File: src/rtl/alu_bs_pkg.sv
package alu_bs_pkg;

  // Low two bits of the operation code: result multiplexer select
  typedef enum logic [1:0] {
    SEL_AND  = 2'b00,
    SEL_OR   = 2'b01,
    SEL_SUM  = 2'b10,
    SEL_LESS = 2'b11
  } sel_e;

  function automatic logic fa_sum(input logic x, input logic y, input logic c);
    return x ^ y ^ c;
  endfunction

  function automatic logic fa_carry(input logic x, input logic y, input logic c);
    return (x & y) | (x & c) | (y & c);
  endfunction

  function automatic logic pick(input sel_e s, input logic x, input logic y,
                                input logic sum, input logic less);
    logic r;
    unique case (s)
      SEL_AND:  r = x & y;
      SEL_OR:   r = x | y;
      SEL_SUM:  r = sum;
      default:  r = less;
    endcase
    return r;
  endfunction

endpackage

File: src/rtl/alu_bs_slice.sv
module alu_bs_slice
  import alu_bs_pkg::*;
(
  input  logic a_i,
  input  logic b_i,
  input  logic cin_i,
  input  logic less_i,
  input  logic neg_i,
  input  sel_e sel_i,
  output logic res_o,
  output logic cout_o
);

  logic b_eff;
  logic sum;

  assign b_eff  = b_i ^ neg_i;
  assign sum    = fa_sum(a_i, b_eff, cin_i);
  assign cout_o = fa_carry(a_i, b_eff, cin_i);
  assign res_o  = pick(sel_i, a_i, b_eff, sum, less_i);

endmodule

File: src/rtl/alu_bs_msb_slice.sv
module alu_bs_msb_slice
  import alu_bs_pkg::*;
(
  input  logic a_i,
  input  logic b_i,
  input  logic cin_i,
  input  logic less_i,
  input  logic neg_i,
  input  sel_e sel_i,
  output logic res_o,
  output logic set_o,
  output logic ovf_o
);

  logic b_eff;
  logic sum;
  logic cout;

  assign b_eff = b_i ^ neg_i;
  assign sum   = fa_sum(a_i, b_eff, cin_i);
  assign cout  = fa_carry(a_i, b_eff, cin_i);
  // Signed overflow: carry entering the sign cell differs from carry leaving it
  assign ovf_o = cin_i ^ cout;
  // Sign of the true difference, corrected when the subtraction wraps
  assign set_o = sum ^ ovf_o;
  assign res_o = pick(sel_i, a_i, b_eff, sum, less_i);

endmodule

File: src/rtl/alu_bs_core.sv
module alu_bs_core
  import alu_bs_pkg::*;
#(
  parameter int WIDTH = 32
) (
  input  logic [WIDTH-1:0] a_i,
  input  logic [WIDTH-1:0] b_i,
  input  logic             neg_i,
  input  sel_e             sel_i,
  output logic [WIDTH-1:0] res_o,
  output logic             ovf_o
);

  localparam int MSB = WIDTH - 1;

  logic [MSB:0] carry;
  logic         set_w;

  // The negate control is also the carry into the lowest cell
  assign carry[0] = neg_i;

  genvar i;
  generate
    for (i = 0; i < MSB; i++) begin : g_slice
      logic less_w;
      if (i == 0) begin : g_lsb
        assign less_w = set_w;
      end else begin : g_mid
        assign less_w = 1'b0;
      end
      alu_bs_slice u_slice (
        .a_i    (a_i[i]),
        .b_i    (b_i[i]),
        .cin_i  (carry[i]),
        .less_i (less_w),
        .neg_i  (neg_i),
        .sel_i  (sel_i),
        .res_o  (res_o[i]),
        .cout_o (carry[i+1])
      );
    end
  endgenerate

  alu_bs_msb_slice u_msb (
    .a_i    (a_i[MSB]),
    .b_i    (b_i[MSB]),
    .cin_i  (carry[MSB]),
    .less_i (1'b0),
    .neg_i  (neg_i),
    .sel_i  (sel_i),
    .res_o  (res_o[MSB]),
    .set_o  (set_w),
    .ovf_o  (ovf_o)
  );

endmodule

File: src/rtl/alu_bitsliced.sv
module alu_bitsliced
  import alu_bs_pkg::*;
#(
  parameter int WIDTH = 32
) (
  input  logic             clk,
  input  logic             rst,
  input  logic [WIDTH-1:0] a_i,
  input  logic [WIDTH-1:0] b_i,
  input  logic [2:0]       op_i,
  output logic [WIDTH-1:0] result_o,
  output logic             zero_o,
  output logic             overflow_o
);

  localparam int OP_NEG_BIT = 2;

  sel_e             sel;
  logic             neg;
  logic [WIDTH-1:0] res_c;
  logic             ovf_raw;

  assign neg = op_i[OP_NEG_BIT];
  assign sel = sel_e'(op_i[1:0]);

  alu_bs_core #(.WIDTH(WIDTH)) u_core (
    .a_i   (a_i),
    .b_i   (b_i),
    .neg_i (neg),
    .sel_i (sel),
    .res_o (res_c),
    .ovf_o (ovf_raw)
  );

  always_ff @(posedge clk) begin
    if (rst) begin
      result_o   <= '0;
      zero_o     <= 1'b1;
      overflow_o <= 1'b0;
    end else begin
      result_o   <= res_c;
      zero_o     <= ~|res_c;
      overflow_o <= ovf_raw & (sel == SEL_SUM);
    end
  end

endmodule

File: config.mk
export PLATFORM = sky130hd
export DESIGN_NAME = alu_bitsliced
export DESIGN_NICKNAME = d
export VERILOG_FILES = /design/src/rtl/alu_bs_pkg.sv /design/src/rtl/alu_bs_slice.sv /design/src/rtl/alu_bs_msb_slice.sv /design/src/rtl/alu_bs_core.sv /design/src/rtl/alu_bitsliced.sv
export SDC_FILE = /design/constraint.sdc
export NUM_CORES = 1
export LEC_CHECK = 0
export ABC_AREA = 0
export BUFFER_PORTS_ARGS = -buffer_cell sky130_fd_sc_hd__buf_2
export CAP_MARGIN = 20
export CORE_MARGIN = 2
export CORE_UTILIZATION = 54
export CTS_CLUSTER_DIAMETER = 30
export DETAILED_ROUTE_END_ITERATION = 16
export PLACE_DENSITY = 0.82
export SYNTH_ARGS = -nofsm -noshare
export SYNTH_HDL_FRONTEND = slang
export SYNTH_SLANG_ARGS = --single-unit
File: constraint.sdc
create_clock -name clk -period 19.5 [get_ports clk]
set_clock_uncertainty 0.05 [all_clocks]
set_input_delay 1.95 -clock clk [delete_from_list [all_inputs] [get_ports clk]]
set_output_delay 1.95 -clock clk [all_outputs]
set_load 0.02 [all_outputs]
==> impl_results.md <==
* Max cap viols at 0
* Achievable Freq at around 0.063 GHz
* Number of port buffers at about 100
* Critical Path Start Type: input pin
* Synth async-reset ratio at 0%
* Post-cts resize count at 0
* Worst-path fanout max at 34
* Most common cell on crit path: sky130_fd_sc_hd__fa_1
* Path category of the worst min-delay check: in2reg
* Critical setup path kind: in2reg
* Global Route Usage Sum at approximately 22%
* Via Count at 3032
* Clk sink count at 34
* Crit path capture: zero_o$_SDFF_PP1_
* Worst Slack Setup Final at between 3 and 4 ns
* Mean routed wirelength per cell at about 14 um
* ANT nets after route at 0
* Number of buffers added for setup after CTS at 0
* Number of DRC markers in iteration 0 at around 100
* Outcome: complete, no violations
* Register area share after synthesis at 18.2%
* RSZ-0062 raised after global routing: false
* Die ar. at 7600 um^2
* Maximum cell stage delay along the critical path at ~0.48 ns
* Crit path launch: op_i[2]
* Final count of negative-setup-slack endpoints at 0
* Total Power Consumption at about 0.00023 W
* Die Width at between 80 and 90 um
* Share of the core filled with cells in the final layout at between 60% and 70%
* Leakage component of the power at 2.38 nW
* Number of DRC violations after detailed routing at 0
* Final setup TNS at 0 ns
* Setup slack after placement at approximately 3.4 ns
* Die height at 87.2 um
* Transition time at the pin with the least slew margin at between 1 and 1.5 ns
* Clock period minus worst slack at approximately 16 ns
* HPWL Detailed at approximately 6600 um
* Category of cells accounting for the largest share of critical-path delay: adder cells
* Pin count of the biggest net entering global routing at 57
* Fill cell count at 552
* Number of buffers inserted during clock tree synthesis at 5
* Required @ worst endpoint at 19.69 ns
* Distinct cells, synth at 28
* Max transition margin at about a third
* Syn-to-layout area delta at 16.6%
* Via count of the first global-routing pass at 3000
* Wire length of the first global-routing pass at 13300 um
* H-Tree Level Count at 2
* Count of final max-slew check failures at 0
* Number of hold buffers added after cts at 0
* Cell chosen for the clock root: sky130_fd_sc_hd__clkbuf_8
* Yosys Warn Count at 0
* Number of flops mapped to enable cells by yosys at 0
* Top-level I/O count at a little over 100
* Final period util at around four fifths
* Clock buffer depth at 2
* Total Routed Length at 8500 um
* Pwr/cell area at 53.8 nW/um^2
* Remaining global-route overflow at 0
* Clock transition at the register clock pins on the worst setup and hold paths after CTS at roughly 0.070 ns
* Hold Slack at around 2.1 ns
* Standard-cell row count at 30
* Worst voltage drop across the vdd grid at 0.0206 mV
* TritonCTS clock tree: yes
* Avg Synthesized Cell Area at 8.81 um^2
* Netlist Area Pre-Place at between 3000 and 4000 um^2
* Via count normalized by instance count at approximately 5
* Antenna violations before repair at 0
* Post-synthesis sequential element count at 34
* Top library cells by usage in the layout, fill and taps aside: 102 x sky130_fd_sc_hd__buf_2, 75 x sky130_fd_sc_hd__inv_1, 64 x sky130_fd_sc_hd__ha_1, 47 x sky130_fd_sc_hd__a21oi_1, 44 x sky130_fd_sc_hd__nand2b_1
* Initial cell density of the core at 55.3%
* Number of nets in the synthesized netlist at 589
* Number of hold violations in the final report at 0
* Critical path endpoint category: register
* Cell count along the critical path at 40
* Proportion of layout cells with a drive suffix above 1 at a little over a fifth
* Diodes inserted at 0
* Final net count at slightly below 700
* Total core area at 6760 um^2
* Number of iterations in the first detailed-routing pass at 4
* Critical Path Slowest Stage Cell: sky130_fd_sc_hd__fa_1
* Number of standard cells after synthesis at roughly 420
* Data arrival time of the critical path at between 15 and 20 ns
* CP Buf/Inv Count at 4
* Most common cell after layout, fill and taps aside: sky130_fd_sc_hd__buf_2
* Final estimated routing congestion in global placement at approximately 0.83
* Leading register cell type out of synthesis: sky130_fd_sc_hd__dfxtp_1
## layer usage
layer | wire (um) | track usage (%) | vias to the layer above
li1 | - | - | 1450
met1 | 3480 | 27.6 | 1435
met2 | 4270 | 40.0 | 129
met3 | 518 | 2.27 | 18
met4 | 228 | 8.39 | 0
met5 | 0 | 0 | -
## worst min-delay path by stage
stage,startpoint,end,slack [ns],cells past startpoint
6_report,a_i[22],result_o[22]$_SDFF_PP0_,2.08,4
5_1_grt,a_i[22],result_o[22]$_SDFF_PP0_,2.10,4
4_1_cts,a_i[22],result_o[22]$_SDFF_PP0_,2.08,4
3_5_place_dp,result_o[19]$_SDFF_PP0_,result_o[19],2.32,1
3_3_place_gp,result_o[29]$_SDFF_PP0_,result_o[29],2.32,1
2_1_floorplan,op_i[1],result_o[5]$_SDFF_PP0_,2.12,2
## cells in the mapped netlist, types with 4 or more instances
library cell	n	area share [%]
sky130_fd_sc_hd__nor2_1	32	3.2
sky130_fd_sc_hd__fa_1	32	17
sky130_fd_sc_hd__nand2b_1	44	7.4
sky130_fd_sc_hd__mux2i_1	10	2.7
sky130_fd_sc_hd__clkbuf_1	6	0.60
sky130_fd_sc_hd__inv_1	75	7.5
sky130_fd_sc_hd__a21oi_1	47	6.3
sky130_fd_sc_hd__nand2_1	7	0.70
sky130_fd_sc_hd__dfxtp_1	34	18
sky130_fd_sc_hd__nor2b_1	5	0.84
sky130_fd_sc_hd__buf_2	12	1.6
sky130_fd_sc_hd__o21ai_0	6	0.80
sky130_fd_sc_hd__nand4_1	4	0.67
sky130_fd_sc_hd__xor2_1	33	7.7
sky130_fd_sc_hd__ha_1	64	21
## kinds of logic (layout without fill, tap and decap cells)
family	count (synthesis)	count (layout)	share of synthesized area, %
adders and majority gates	96	96	38.6
xor gates and xnor gates	34	34	7.98
buffers and inverters	95	187	10.2
DFF	34	34	18.2
and+or+nand+nor	99	99	14.2
muxes	11	11	3.28
AOI/OAI and AO/OA	55	55	7.51
## sequential cells by signal (all words and copies together) (netlist names)
name        count
result_o       32
overflow_o      1
zero_o          1
## where the power goes
group	total [W]	internal (W)	leakage (nW)	switching [W]
logic	0.000102	0.0000403	2.05	0.0000620
registers	0.0000774	0.0000758	0.281	0.00000155
clock network	0.0000547	0.0000285	0.0482	0.0000262
## area by class of cell
cell class / count / area, um^2 / share of cell area, %
Clock buffer: 7 / 86.3 / 1.98
Clock inverter: 1 / 5.00 / 0.115
Inverter: 75 / 282 / 6.47
Multi-Input combinational cell: 295 / 2670 / 61.4
Sequential cell: 34 / 681 / 15.6
Tap cell: 80 / 100 / 2.30
Timing Repair Buffer: 104 / 526 / 12.1
## per-stage QoR
step	cells	area [um^2]
after floorplan	424	3730
after global placement	588	4260
after detailed placement	588	4260
after CTS	596	4350
after global routing	596	4350
final	596	4350
Note: power is estimated with default switching activity, not from simulation.
